File: src/rtl/irq_rec_pkg.sv
package irq_rec_pkg;
    localparam int LVLW = 3;
    localparam int NLEV = 7;

    typedef enum logic [1:0] {
        ST_IDLE,
        ST_HELD,
        ST_PRESENT
    } rec_state_e;
endpackage

File: src/rtl/irq_line_qual.sv
module irq_line_qual #(
    parameter int NLEV        = 7,
    parameter int SRCS        = 2,
    parameter int SYNC_STAGES = 2
) (
    input  logic                 clk,
    input  logic                 rst_n,
    input  logic [NLEV*SRCS-1:0] src_req_n,
    output logic [NLEV-1:0]      lvl_valid
);
    for (genvar g = 0; g < NLEV; g++) begin : g_lvl
        logic                   line_act;
        logic [SYNC_STAGES-1:0] sync_q;
        logic                   prev_q;

        // wired combination: any low source pulls the line low
        assign line_act = ~(&src_req_n[g*SRCS +: SRCS]);

        always_ff @(posedge clk or negedge rst_n) begin
            if (!rst_n) begin
                sync_q <= '0;
                prev_q <= 1'b0;
            end else begin
                sync_q <= {sync_q[SYNC_STAGES-2:0], line_act};
                prev_q <= sync_q[SYNC_STAGES-1];
            end
        end

        assign lvl_valid[g] = sync_q[SYNC_STAGES-1] & prev_q;
    end
endmodule

File: src/rtl/irq_nmi_detect.sv
module irq_nmi_detect
    import irq_rec_pkg::*;
(
    input  logic            clk,
    input  logic            rst_n,
    input  logic            top_valid,
    input  logic [LVLW-1:0] mask_q,
    input  logic            mask_wr,
    input  logic [LVLW-1:0] mask_wdata,
    input  logic            take_ok,
    input  logic [LVLW-1:0] take_lvl,
    output logic            nmi_flag
);
    localparam logic [LVLW-1:0] TOP = LVLW'(NLEV);

    logic top_d;
    logic set_edge;
    logic set_redrop;
    logic clr;

    assign set_edge   = top_valid & ~top_d;
    assign set_redrop = top_valid & mask_wr & ~take_ok & (mask_q == TOP) & (mask_wdata != TOP);
    assign clr        = take_ok & (take_lvl == TOP);

    always_ff @(posedge clk or negedge rst_n) begin
        if (!rst_n) begin
            top_d    <= 1'b0;
            nmi_flag <= 1'b0;
        end else begin
            top_d    <= top_valid;
            nmi_flag <= top_valid & (set_edge | set_redrop | (nmi_flag & ~clr));
        end
    end
endmodule

File: src/rtl/irq_prio_sel.sv
module irq_prio_sel
    import irq_rec_pkg::*;
(
    input  logic [NLEV-1:0] lvl_valid,
    input  logic            nmi_flag,
    input  logic [LVLW-1:0] mask_q,
    output logic            cand,
    output logic [LVLW-1:0] best_lvl
);
    always_comb begin
        best_lvl = '0;
        for (int l = 1; l < NLEV; l++) begin
            if (lvl_valid[l-1] && (LVLW'(l) > mask_q)) begin
                best_lvl = LVLW'(l);
            end
        end
        if (nmi_flag) begin
            best_lvl = LVLW'(NLEV);
        end
        cand = (best_lvl != '0);
    end
endmodule

File: src/rtl/irq_recognizer.sv
module irq_recognizer
    import irq_rec_pkg::*;
#(
    parameter int SRCS        = 2,
    parameter int SYNC_STAGES = 2
) (
    input  logic                 clk,
    input  logic                 rst_n,
    input  logic [NLEV*SRCS-1:0] src_req_n,
    input  logic                 boundary_i,
    input  logic                 exc_done_i,
    input  logic                 take_i,
    input  logic                 mask_wr_i,
    input  logic [LVLW-1:0]      mask_wdata_i,
    output logic [LVLW-1:0]      mask_o,
    output logic                 pend_valid_o,
    output logic [LVLW-1:0]      pend_level_o
);
    logic [NLEV-1:0] lvl_valid;
    logic            nmi_flag;
    logic            cand;
    logic [LVLW-1:0] best_lvl;
    logic [LVLW-1:0] mask_q;
    logic            strobe;
    logic            take_ok;
    rec_state_e      state_q, state_d;

    irq_line_qual #(
        .NLEV        (NLEV),
        .SRCS        (SRCS),
        .SYNC_STAGES (SYNC_STAGES)
    ) u_qual (
        .clk       (clk),
        .rst_n     (rst_n),
        .src_req_n (src_req_n),
        .lvl_valid (lvl_valid)
    );

    irq_nmi_detect u_nmi (
        .clk        (clk),
        .rst_n      (rst_n),
        .top_valid  (lvl_valid[NLEV-1]),
        .mask_q     (mask_q),
        .mask_wr    (mask_wr_i),
        .mask_wdata (mask_wdata_i),
        .take_ok    (take_ok),
        .take_lvl   (best_lvl),
        .nmi_flag   (nmi_flag)
    );

    irq_prio_sel u_sel (
        .lvl_valid (lvl_valid),
        .nmi_flag  (nmi_flag),
        .mask_q    (mask_q),
        .cand      (cand),
        .best_lvl  (best_lvl)
    );

    assign strobe  = boundary_i | exc_done_i;
    assign take_ok = take_i & pend_valid_o;

    // state register
    always_ff @(posedge clk or negedge rst_n) begin
        if (!rst_n) begin
            state_q <= ST_IDLE;
        end else begin
            state_q <= state_d;
        end
    end

    // next state
    always_comb begin
        state_d = state_q;
        unique case (state_q)
            ST_IDLE: begin
                if (cand) state_d = strobe ? ST_PRESENT : ST_HELD;
            end
            ST_HELD: begin
                if (!cand)       state_d = ST_IDLE;
                else if (strobe) state_d = ST_PRESENT;
            end
            ST_PRESENT: begin
                if (!cand || take_i) state_d = ST_IDLE;
            end
            default: state_d = ST_IDLE;
        endcase
    end

    // outputs
    always_comb begin
        pend_valid_o = (state_q == ST_PRESENT) && cand;
        pend_level_o = pend_valid_o ? best_lvl : '0;
    end

    // mask register
    always_ff @(posedge clk or negedge rst_n) begin
        if (!rst_n) begin
            mask_q <= LVLW'(NLEV);
        end else if (take_ok) begin
            mask_q <= best_lvl;
        end else if (mask_wr_i) begin
            mask_q <= mask_wdata_i;
        end
    end

    assign mask_o = mask_q;
endmodule

File: config.mk
export PLATFORM = sky130hd
export DESIGN_NAME = irq_recognizer
export DESIGN_NICKNAME = d
export VERILOG_FILES = /design/src/rtl/irq_rec_pkg.sv /design/src/rtl/irq_line_qual.sv /design/src/rtl/irq_nmi_detect.sv /design/src/rtl/irq_prio_sel.sv /design/src/rtl/irq_recognizer.sv
export SDC_FILE = /design/constraint.sdc
export NUM_CORES = 1
export LEC_CHECK = 0
export BUFFER_PORTS_ARGS = -buffer_cell sky130_fd_sc_hd__buf_2
export CAP_MARGIN = 10
export CORE_MARGIN = 5
export CORE_UTILIZATION = 49
export DETAILED_ROUTE_END_ITERATION = 10
export PLACE_DENSITY = 0.81
export SETUP_SLACK_MARGIN = 0.02
export SYNTH_ARGS = -nofsm -noshare
export SYNTH_HDL_FRONTEND = slang
export SYNTH_SLANG_ARGS = --single-unit
File: constraint.sdc
create_clock -name clk -period 2.8 [get_ports clk]
set_clock_uncertainty 0.2 [all_clocks]
set_input_delay 0.56 -clock clk [delete_from_list [all_inputs] [get_ports clk]]
set_output_delay 0.56 -clock clk [all_outputs]
set_load 0.01 [all_outputs]
; After elaboration in Yosys (flattened, before gate mapping)
; Index checks and enable logic that the tools add are counted.
[totals]
regBits = 28
latchBits = 0
mem_bits_rw = 0
rom_bits = 0
inputBits = 23
word_cells = 97
memories = 0
[op_classes]
addsub = 0
mul = 0
div = 0
magnitude_cmp = 6
n_eq_ne = 8
n_shift = 0
mux = 16
n_bitwise = 29
n_reduce_logical = 20
[ops]
columns = cell, count
row1 = $mux 3, 7
row2 = $and 1x1->1, 16
row3 = $mux 2, 7
row4 = $reduce_and 2->1, 7
row5 = $not 1->1, 10
row6 = $gt 3x3->1 const A, 3
row7 = $logic_and 1x1->1, 7
row8 = $eq 3x3->1 const B, 2
row9 = $gt 2x3->1 const A, 2
row10 = $ne 3x3->1 const B, 2
row11 = $pmux 2 s3, 1
row12 = $ne 2x2->1 const B, 2
row13 = $gt 1x3->1 const A, 1
row14 = $or 1x1->1, 3
row15 = $reduce_and 3->1, 1
row16 = $reduce_bool 3->1, 1
row17 = $eq 2x1->1 const B, 1
row18 = $eq 2x2->1 const B, 1
row19 = $logic_not 2->1, 1
row20 = $reduce_bool 2->1, 1
row21 = $logic_not 1->1, 1
row22 = $logic_or 1x1->1, 1
row23 = $mux 1, 1

; Longest topological paths before layout
; Gate-level depths: netlist (run 1).
[logic_depth]
depth_word = 19
depth_mapped = 5

; Hierarchy
; Synthesis (run 1) repeated with hierarchy kept, for this count alone.
[hier_totals]
hier_cells = 85
hier_area_um2 = 1101.1
[by_module_without_submodules]
columns = module, n_inst, cells_each, area_per_inst_um2, seq_area_each_um2
row1 = irq_line_qual, 1, 35, 595.6, 525.5
row2 = irq_recognizer, 1, 21, 276.5, 128.9
row3 = irq_prio_sel, 1, 20, 135.1, 0.0
row4 = irq_nmi_detect, 1, 9, 93.8, 50.0

; Least setup slack after synthesis (run 1)
; No wires, ideal clock.
[synth_path]
kind = register to output
from = register mask_q[1], in the netlist mask_o[1]
to = output pend_level_o[1]
t_arrival_ns = 1.452
required_time_ns = 2.040
setup_slack_ns = 0.588
path_stages_with_launch = 5
n_path_buf = 0
cell_sequence = dfstp_2 > nor4bb_1 > a41oi_4 > o31a_2 > nor2_1
[synth_via]
elab_chain_len = 12
word_cells_on_any_way = 22
[synth_rtl]
columns = element, line
row1 = from (decl), irq_recognizer.sv:23  ; logic [LVLW-1:0] mask_q;
row2 = from (signal assigned), irq_recognizer.sv:98  ; mask_q <= LVLW'(NLEV);
row3 = from (signal assigned), irq_recognizer.sv:100  ; mask_q <= best_lvl;
row4 = from (signal assigned), irq_recognizer.sv:102  ; mask_q <= mask_wdata_i;
row5 = $gt 1x3->1, irq_prio_sel.sv:13  ; if (lvl_valid[l-1] && (LVLW'(l) > mask_q)) begin
row6 = $logic_and 1x1->1, irq_prio_sel.sv:13
row7 = $mux 1, irq_prio_sel.sv:13
row8 = $mux 2 (2 in series), irq_prio_sel.sv:13
row9 = $mux 3 (2 in series), irq_prio_sel.sv:13
row10 = $mux 3 *, irq_prio_sel.sv:13
row11 = $mux 3 *, irq_prio_sel.sv:17  ; if (nmi_flag) begin
row12 = $reduce_bool 3->1, irq_prio_sel.sv:20  ; cand = (best_lvl != '0);
row13 = $logic_and 1x1->1, irq_recognizer.sv:91  ; pend_valid_o = (state_q == ST_PRESENT) && cand;
row14 = $mux 3 *, irq_recognizer.sv:92  ; pend_level_o = pend_valid_o ? best_lvl : '0;
row15 = to (decl), irq_recognizer.sv:17  ; output logic [LVLW-1:0] pend_level_o
; Every way passes the cells marked *; elsewhere a longest branch is shown, timed or not.

; Final worst setup path (run 1)
[layout_path]
from = register mask_q[2], in the netlist mask_o[2]
to = output pend_valid_o
[layout_via]
elab_chain_len = 11
word_cells_on_any_way = 21
[layout_rtl]
columns = element, line
row1 = $gt 1x3->1, irq_prio_sel.sv:13
row2 = $logic_and 1x1->1, irq_prio_sel.sv:13
row3 = $mux 1, irq_prio_sel.sv:13
row4 = $mux 2 (2 in series), irq_prio_sel.sv:13
row5 = $mux 3 (2 in series), irq_prio_sel.sv:13
row6 = $mux 3 *, irq_prio_sel.sv:13
row7 = $mux 3 *, irq_prio_sel.sv:17
row8 = $reduce_bool 3->1 *, irq_prio_sel.sv:20
row9 = $logic_and 1x1->1 *, irq_recognizer.sv:91
row10 = to (decl), irq_recognizer.sv:16  ; output logic pend_valid_o,
; Marked as above.

==> summary.txt, run 1 <==
Timing
  – Slew Limit Fails: 0
  – Peak Freq: 0.376 GHz
  – Fin crit period: 2660 ps
  – Relative slew slack: 62.2%
  – Final worst slack: 142 ps
  – Final Hold Fails: 0
  – Worst slew pin tran: 567 ps
  – Final worst path period share: 94.9%
  – Sum Neg Setup Slack: 0 ps
  – Final setup viols: 0
  – Hold Worst Slack: 22.4 ps
  – Unrepaired setup endpoints after global routing: true

Place
  – DP Wirelength: 1.45 mm
  – Place WS: 414 ps
  – Port-buffer cells: 29
  – Area after DPL: 1280 µm²
  – GPL Wtd Cong: 0.823

Clocking
  – Number of buffers on the longest clock path: 2
  – CTS H-tree lvls: 1
  – CTS tree: built
  – CTS sink cnt: 28
  – Hold-fix buffers, CTS: 0
  – Clock-pin slew of the registers on the worst-case setup and hold paths: 130 ps
  – Clock Tree Root: clkbuf_4
  – CTS Buf Count: 3
  – Worst-Skew Late Latency: 310 ps

Die
  – Die Y: 57.4 µm
  – Die area: 3300 µm²
  – Starting Density: 50.8%
  – Top Ports: 30
  – Core Footprint: 2170 µm²
  – # rows: 17
  – Die X-Extent: 57.4 µm

Power
  – Sw power: 0.404 mW
  – VDD IR max: 492 µV
  – Internal power: 0.752 mW
  – Reg power frac: 46.2%
  – Total Power: 1.16 mW
  – Combinational power share: 38.3%
  – Lkg Pwr: 0.608 nW
  – Clk pwr share: 15.5%
  – Sw Ratio: 34.9%
  – Pwr Density: 857 nW/µm²

Logic synthesis
  – Top-count cell post-synth: dfrtp_1
  – Synth area leader: dfrtp_1
  – Top cells by area, synth: dfrtp_1, dfstp_2, nand2_1, mux2i_1, nor2_1
  – Area share of the largest cell type after synthesis: 56.8%
  – Seq/Total Area, Yosys: 63.9%
  – Synthesis-stage register bit count: 28
  – Synth warnings: 0
  – Mean Syn Cell Area: 12.5 µm²
  – Post-Syn Area: 1100 µm²
  – Synth async-reset ratio: 100%
  – Top_reg_cell synth: dfrtp_1
  – Library cells used by synthesis: 35
  – Syn nets: 111
  – Cells after Synth: 88
  – Synth cell count leaders: dfrtp_1, nand2_1, nor2_1
  – EDFF count, synth: 0

Global routing
  – Antenna violations before repair: 0
  – Gr usage total: 11.4%
  – Largest net degree at the start of global routing: 29
  – Total grt overflow: 0
  – First-pass GRT wire length: 3.03 mm
  – Vias in the first global route: 746

Drt
  – Vias after detailed routing: 781
  – Via/cell ratio: 5.17
  – Detailed Route WL: 1.83 mm
  – DRT Pass-1 Iters: 4
  – Residual DRC: 0
  – Iteration-0 DRC Markers: 14
  – WL/cell: 12.1 µm
  – Final ANT Viol Nets: 0

Worst setup path
  – Worst-path fanout max: 6
  – CP Capture Type: output pin
  – CP Launch Type: register
  – WP data arrival: 1900 ps
  – Critical path type: reg2out
  – Worst EP required: 2040 ps

Finish
  – # fillers: 192
  – Share of layout cells above drive strength 1: 41.5%
  – Post-route cell area: 1350 µm²
  – Final Net Count: 147
  – Ant. Diodes: 0
  – Area Growth Syn to Fin: 22.2%

Job
  – Max Cap Viol: 0

Status
  – Status: finished, final reports clean

Hold path
  – Min-delay worst type: in2async
state kept, by name (all words and copies together), names as in the netlist:
| name | flops |
|---|---|
| u_qual.g_lvl.sync_q | 14 |
| u_qual.g_lvl.prev_q | 7 |
| mask_o | 3 |
| state_q | 2 |
| u_nmi.nmi_flag | 1 |
| u_nmi.top_d | 1 |
critical path, cell delays in order, from the launching register on:
cell and delay (ps):
dfstp_2 610, and3b_1 220, a31oi_2 190, nand3_2 130, nor3_4 250, nor2_1 70, buf_2 140
per-layer routing:
metal  GRT usage [%]  up-vias  routed length, µm
met5               0        -                  0
met4            2.98        0                 17
met3            3.17        2                170
met2            18.5       30                798
met1            15.1      360                842
li1                -      389                  -
metrics by stage:
stage,util (%),std cells
floorplan,-,88
global placement,59.1,145
detailed placement,59.1,145
CTS,60.8,149
global route,62.1,151
finish,62.1,151
what timing repair did:
action,in CTS,in global routing
resized for setup,0,3
buffers inserted,0,2
endpoints found under the setup margin,0,2
path summary, 6_finish.rpt:
check	start	end	slack, ps	depth (start not counted)
max in group asynchronous	rst_n	mask_o[1]$_DFFE_PN1P_	2000	1
setup / recovery	mask_o[2]$_DFFE_PN1P_	pend_valid_o	140	6
hold reg to reg	u_qual.g_lvl[2].sync_q[0]$_DFF_PN0_	u_qual.g_lvl[2].sync_q[1]$_DFF_PN0_	160	0
min in group clk	u_qual.g_lvl[2].sync_q[0]$_DFF_PN0_	u_qual.g_lvl[2].sync_q[1]$_DFF_PN0_	160	0
hold / removal	rst_n	u_qual.g_lvl[3].prev_q$_DFF_PN0_	20	1
setup reg to reg	mask_o[2]$_DFFE_PN1P_	mask_o[1]$_DFFE_PN1P_	830	5
logic make-up (layout without fill, tap and decap cells):
logic type	Yosys count	in the layout	synth area share [%]
compound gates	19	19	15.6
mux	3	3	2.72
simple gates	36	36	17.1
flops	28	28	63.9
buf+inv	2	37	0.681
placed cells by master, fill, tap and decap left out, types with 2 or more instances in the layout:
cell type	synthesis	layout
nor2_1	8	8
dfstp_2	3	3
a31oi_2	2	2
dfrtp_1	25	25
nand2_1	13	13
o22ai_1	2	2
inv_1	2	2
mux2i_1	3	3
clkbuf_4	0	3
buf_2	0	29
o21ai_0	2	2
nand2b_1	2	2
power groups by stage:
stage / Sequential [mW] / Combinational [mW] / Clock, mW
final: 0.534 / 0.442 / 0.179
after global placement: 0.541 / 0.393 / 0
after detailed placement: 0.547 / 0.404 / 0
after CTS: 0.538 / 0.406 / 0.189
after floorplan: 0.545 / 0.268 / 0
after global routing: 0.545 / 0.486 / 0.204
area by class of cell:
| type | count | area, µm² | share of cell area, % |
|---|---|---|---|
| inverters | 2 | 7.51 | 0.557 |
| well taps | 28 | 35.0 | 2.60 |
| multi-input cells | 58 | 407 | 30.2 |
| flip-flops and latches | 28 | 704 | 52.3 |
| repair buffers | 31 | 158 | 11.7 |
| clock buffers | 4 | 36.3 | 2.69 |
No activity file was read; power rests on OpenSTA's default activity.
==> run 2, diff against run 1 <==
--- a/config.mk
+++ b/config.mk
@@ -9,7 +9,7 @@
 export CAP_MARGIN = 10
 export CORE_MARGIN = 5
-export CORE_UTILIZATION = 49
+export CORE_UTILIZATION = 47
 export DETAILED_ROUTE_END_ITERATION = 10
-export PLACE_DENSITY = 0.81
+export PLACE_DENSITY = 0.79
 export SETUP_SLACK_MARGIN = 0.02
 export SYNTH_ARGS = -nofsm -noshare
==> constraint.sdc (replaced) <==
create_clock -name clk -period 2.8 [get_ports clk]
set_clock_uncertainty 0.2 [all_clocks]
set_input_delay 0.56 -clock clk [delete_from_list [all_inputs] [get_ports clk]]
set_output_delay 0.56 -clock clk [all_outputs]
set_load 0.005 [all_outputs]
==> summary.txt, run 2 (synthesis results as in run 1) <==
Finish
  – Utilization after layout: 59.2%
  – Reg with most FFs: u_qual.g_lvl.sync_q
  – Final Net Count: 146
  – Ant. Diodes: 0
  – Post-Layout Cell Count: 150
  – Area Growth Syn to Fin: 20.0%
  – Share of layout cells above drive strength 1: 39.3%
  – Max reg flops: 14
  – Most frequent cells in the layout: buf_2, dfrtp_1, nand2_1
  – Commonest non-fill, non-tap cell in the layout: buf_2

Drt
  – Residual DRC: 0
  – Iteration-0 DRC Markers: 22
  – Final ANT Viol Nets: 0
  – DRT Pass-1 Iters: 4
  – Vias after detailed routing: 792
  – Detailed Route WL: 2.01 mm
  – Via/cell ratio: 5.28
  – WL/cell: 13.4 µm

Place
  – GPL Wtd Cong: 0.877
  – DP Wirelength: 1.58 mm
  – Placed instance count: 145
  – Place WS: 443 ps
  – Port-buffer cells: 29

Worst setup path
  – Worst EP required: 2040 ps
  – Crit-path slowest cell: dfstp_2
  – WP data arrival: 1950 ps
  – Cell-by-cell trace of the critical path: nand2_2 > a41oi_4 > nand3_2 > nor3_2 > nor2_1 > buf_2
  – Worst-path fanout max: 8
  – CP Launch Type: register
  – Crit path largest cell delay: 650 ps
  – Worst r2r path cells: 5
  – Reg-to-reg slack, setup: 820 ps
  – Critical path type: reg2out
  – CP Capture Type: output pin

Global routing
  – Gr usage total: 12.7%
  – Vias in the first global route: 812
  – First-pass GRT wire length: 3.31 mm
  – Antenna violations before repair: 0
  – Largest net degree at the start of global routing: 29
  – Total grt overflow: 0

Timing
  – Peak Freq: 0.369 GHz
  – Final setup viols: 0
  – Final Hold Fails: 0
  – Slew Limit Fails: 0
  – Fin crit period: 2710 ps
  – Relative slew slack: 61.6%
  – Unrepaired setup endpoints after global routing: true
  – Final worst slack: 93.2 ps
  – Final worst path period share: 96.7%
  – Worst slew pin tran: 576 ps

Clocking
  – CTS Buf Count: 3
  – Clock Tree Root: clkbuf_4
  – CTS H-tree lvls: 1
  – Hold-fix buffers, CTS: 0
  – Clock-pin slew of the registers on the worst-case setup and hold paths: 130 ps
  – CTS sink cnt: 28
  – Number of buffers on the longest clock path: 2
  – Worst-Skew Late Latency: 310 ps
  – CTS tree: built

Power
  – Lkg Pwr: 0.597 nW
  – VDD IR max: 426 µV
  – Pwr Density: 827 nW/µm²

Die
  – Starting Density: 49.4%
  – Core Footprint: 2230 µm²
  – Die Y: 58.4 µm
  – Die area: 3410 µm²
  – Die X-Extent: 58.4 µm
  – # rows: 17
  – Top Ports: 30

Hold path
  – Min-delay worst type: in2async

Job
  – Max Cap Viol: 0

Status
  – Status: finished, final reports clean
==> run 2: area by class of cell <==
class	instances	area (µm²)
repair buffers	30	153
flip-flops and latches	28	704
well taps	28	35.0
multi-input cells	58	397
inverters	2	7.51
fillers	197	911
clock buffers	4	26.3
==> run 2: path summary, 6_finish.rpt <==
| kind | endpoint | from |
|---|---|---|
| max in group asynchronous | u_qual.g_lvl[3].prev_q$_DFF_PN0_ | rst_n |
| min in group clk | u_qual.g_lvl[3].sync_q[1]$_DFF_PN0_ | u_qual.g_lvl[3].sync_q[0]$_DFF_PN0_ |
| max reg2reg | mask_o[1]$_DFFE_PN1P_ | mask_o[1]$_DFFE_PN1P_ |
| max | pend_valid_o | mask_o[1]$_DFFE_PN1P_ |
| min reg2reg | u_qual.g_lvl[3].sync_q[1]$_DFF_PN0_ | u_qual.g_lvl[3].sync_q[0]$_DFF_PN0_ |
| min | u_qual.g_lvl[4].sync_q[0]$_DFF_PN0_ | rst_n |
==> run 2: metal layers <==
| metal | track usage, % | share of wire [%] |
|---|---|---|
| met1 | 14.5 | 42 |
| met2 | 22.2 | 48 |
| met3 | 2.41 | 7.9 |
| met4 | 7.28 | 2.1 |
| met5 | 0 | 0 |
==> run 2: critical path: cells and delay by family (launching register included) <==
family / cells / cell delay, ps
simple gates: 4 / 580
buf+inv: 1 / 130
flops: 1 / 650
compound gates: 1 / 290
==> run 2: per-stage QoR <==
step	total power [mW]	area (µm²)	hold WS [ps]	TNS [ps]
final	1.09	1320	32.6	0
after detailed placement	0.929	1280	135	0
after global routing	1.17	1320	62.1	-17.3
after CTS	1.09	1310	43.2	0
after global placement	0.911	1280	132	0
after floorplan	0.791	1100	64.4	0
==> run 2: timing repair <==
action                                  4_1_cts  5_1_grt
setup buffers                                 0        1
resized for setup                             0        1
endpoints found under the setup margin        0        2
==> run 2: where the power goes <==
group / leakage (nW) / internal (mW) / switching, mW
clock: 0.0150 / 0.0555 / 0.0992
combinational: 0.286 / 0.188 / 0.211
sequential: 0.296 / 0.474 / 0.0664
total: 0.597 / 0.717 / 0.377
==> run 3, diff against run 2 <==
Settings changed: ABC_AREA set to 1.
==> summary.txt, run 3 <==
Timing
  – Hold Worst Slack: 21.4 ps
  – Worst slew pin tran: 568 ps
  – Peak Freq: 0.376 GHz
  – Relative slew slack: 62.2%
  – Final worst path period share: 95.0%
  – Fin crit period: 2660 ps
  – Sum Neg Setup Slack: 0 ps
  – Slew Limit Fails: 0
  – Final Hold Fails: 0
  – Final setup viols: 0
  – Unrepaired setup endpoints after global routing: false

Logic synthesis
  – Largest family of logic cells by synthesized area: simple AND/OR/NAND/NOR gates
  – Multiplexer share of the synthesized area: 0%
  – Synth Area in XOR/XNOR: 0%
  – Mean Syn Cell Area: 10.2 µm²
  – Synthesis-stage register bit count: 28
  – Synth async-reset ratio: 100%
  – EDFF count, synth: 0
  – Seq/Total Area, Yosys: 63.3%
  – Library cells used by synthesis: 19
  – Top cells by area, synth: dfrtp_1, nand2_1, dfstp_2, nand3_1, inv_1
  – Top_reg_cell synth: dfrtp_1
  – Top-count cell post-synth: nand2_1
  – Post-Synth Adder-Cell Area: 0%
  – Synth Area in Simple Gates: 25.5%
  – Synth cell count leaders: nand2_1, dfrtp_1, nand3_1
  – Synth warnings: 0
  – Post-Syn Area: 1110 µm²
  – Syn nets: 132
  – Cells after Synth: 109
  – Synth area leader: dfrtp_1
  – Compound-Gate Fraction of Synth Area: 6.75%
  – Area share of the largest cell type after synthesis: 56.2%

Drt
  – Iteration-0 DRC Markers: 32
  – Vias after detailed routing: 860
  – WL/cell: 11.8 µm
  – Final ANT Viol Nets: 0
  – Residual DRC: 0
  – Via/cell ratio: 5.06
  – DRT Pass-1 Iters: 4
  – Detailed Route WL: 2.01 mm

Die
  – Die area: 3440 µm²
  – # rows: 17
  – Core Footprint: 2230 µm²
  – Die X-Extent: 58.7 µm
  – Die Y: 58.7 µm
  – Top Ports: 30
  – Starting Density: 49.8%

Place
  – DP Wirelength: 1.63 mm
  – Placed instance count: 166
  – GPL Wtd Cong: 0.935
  – Port-buffer cells: 29
  – Area after DPL: 1290 µm²

Worst setup path
  – CP Launch Type: register
  – CP Capture Type: output pin
  – Critical path type: reg2out
  – Worst-path fanout max: 6
  – Crit path largest cell delay: 610 ps
  – Worst EP required: 2040 ps
  – Crit-path slowest cell: dfstp_2
  – Crit path top cell by count: nand2_1
  – Cell-by-cell trace of the critical path: inv_1 > nand3_1 > o21ai_1 > nand2_1 > nand2_1 > nand2_1 > nand3_4 > nand2_4 > a21oi_1 > buf_2
  – WP data arrival: 1900 ps

Clocking
  – Number of buffers on the longest clock path: 2
  – CTS tree: built
  – CTS H-tree lvls: 1
  – Clock-pin slew of the registers on the worst-case setup and hold paths: 130 ps
  – CTS Buf Count: 3
  – Worst-Skew Late Latency: 310 ps
  – CTS sink cnt: 28
  – Clock Tree Root: clkbuf_4

Power
  – Pwr Density: 812 nW/µm²
  – Lkg Pwr: 0.665 nW
  – VDD IR max: 438 µV

Global routing
  – Total grt overflow: 0
  – First-pass GRT wire length: 3.44 mm
  – Gr usage total: 12.9%
  – Largest net degree at the start of global routing: 29
  – Vias in the first global route: 835
  – Antenna violations before repair: 0

Status
  – Status: finished, final reports clean

Finish
  – Most frequent cells in the layout: nand2_1, buf_2, dfrtp_1
  – Reg with most FFs: u_qual.g_lvl.sync_q
  – Max reg flops: 14
  – Post-Layout Cell Count: 170
  – Final Net Count: 166
  – Ant. Diodes: 0
  – Area Growth Syn to Fin: 19.9%
  – Share of layout cells above drive strength 1: 33.1%
  – # fillers: 201
  – Post-route cell area: 1330 µm²
  – Commonest non-fill, non-tap cell in the layout: nand2_1
  – Utilization after layout: 59.7%

Job
  – Max Cap Viol: 0

Hold path
  – Min-delay worst type: in2async
## run 3: changes by cell type in the layout (fill, tap and decap cells not counted), moves of 3 or more
cell / before / now
mux2i_1: 3 / 0
nand3_1: 1 / 13
nor2_1: 8 / 3
nand2_1: 13 / 30
inv_1: 2 / 11
## run 3: final timing paths
kind | start | endpoint | slack, ps | depth (start not counted)
max in group asynchronous | rst_n | mask_o[1]$_DFFE_PN1P_ | 1990 | 1
hold / removal | rst_n | u_qual.g_lvl[2].prev_q$_DFF_PN0_ | 20 | 1
hold reg to reg | u_qual.g_lvl[4].sync_q[0]$_DFF_PN0_ | u_qual.g_lvl[4].sync_q[1]$_DFF_PN0_ | 160 | 0
setup / recovery | mask_o[2]$_DFFE_PN1P_ | pend_level_o[0] | 140 | 10
min in group clk | u_qual.g_lvl[4].sync_q[0]$_DFF_PN0_ | u_qual.g_lvl[4].sync_q[1]$_DFF_PN0_ | 160 | 0
setup reg to reg | mask_o[2]$_DFFE_PN1P_ | mask_o[1]$_DFFE_PN1P_ | 930 | 11
## run 3: layer usage
metal	vias up	global-route usage (%)	wire length, µm
met3	4	3.07	222
met5	-	0	0
met2	40	22.3	933
li1	419	-	-
met4	0	5.18	34
met1	397	15.5	821
## run 3: where the power goes
group,leakage (nW),total [mW],internal [mW],switching (mW)
clock,0.0210,0.180,0.0793,0.101
sequential,0.296,0.517,0.470,0.0477
combinational,0.348,0.385,0.150,0.236
total,0.665,1.08,0.699,0.384
## run 3: worst max-delay path: cells and delay by family (launching register included)
kind	cells	cell delay (ps)
flops	1	610
buf+inv	2	230
compound gates	2	140
simple gates	6	620
## run 3: final cells by class
| cell class | count | area, µm² | share of cell area [%] |
|---|---|---|---|
| multi-input combinational | 68 | 364 | 27.3 |
| clock buffer | 4 | 36.3 | 2.72 |
| sequential | 28 | 704 | 52.8 |
| inverter | 13 | 48.8 | 3.66 |
| tap | 28 | 35.0 | 2.63 |
| timing repair buffer | 29 | 145 | 10.9 |
## run 3: cell families (layout without fill, tap and decap cells)
| logic type | after synthesis | count (layout) |
|---|---|---|
| buffers and inverters | 13 | 46 |
| and+or+nand+nor | 57 | 57 |
| AOI/OAI and AO/OA | 11 | 11 |
| DFF | 28 | 28 |
## run 3: what timing repair did
action / in CTS / in global routing
endpoints found under the setup margin: 0 / 4
hold buffers: 0 / 0
endpoints found under the hold margin: 0 / 0
resized for setup: 0 / 1
buffers inserted: 0 / 0
## run 3: through the flow
step / power, mW / worst slack [ps]
final: 1.08 / 140
after global routing: 1.17 / 22.5
after CTS: 1.09 / 117
after detailed placement: 0.904 / 501
after global placement: 0.885 / 581
after floorplan: 0.770 / 729
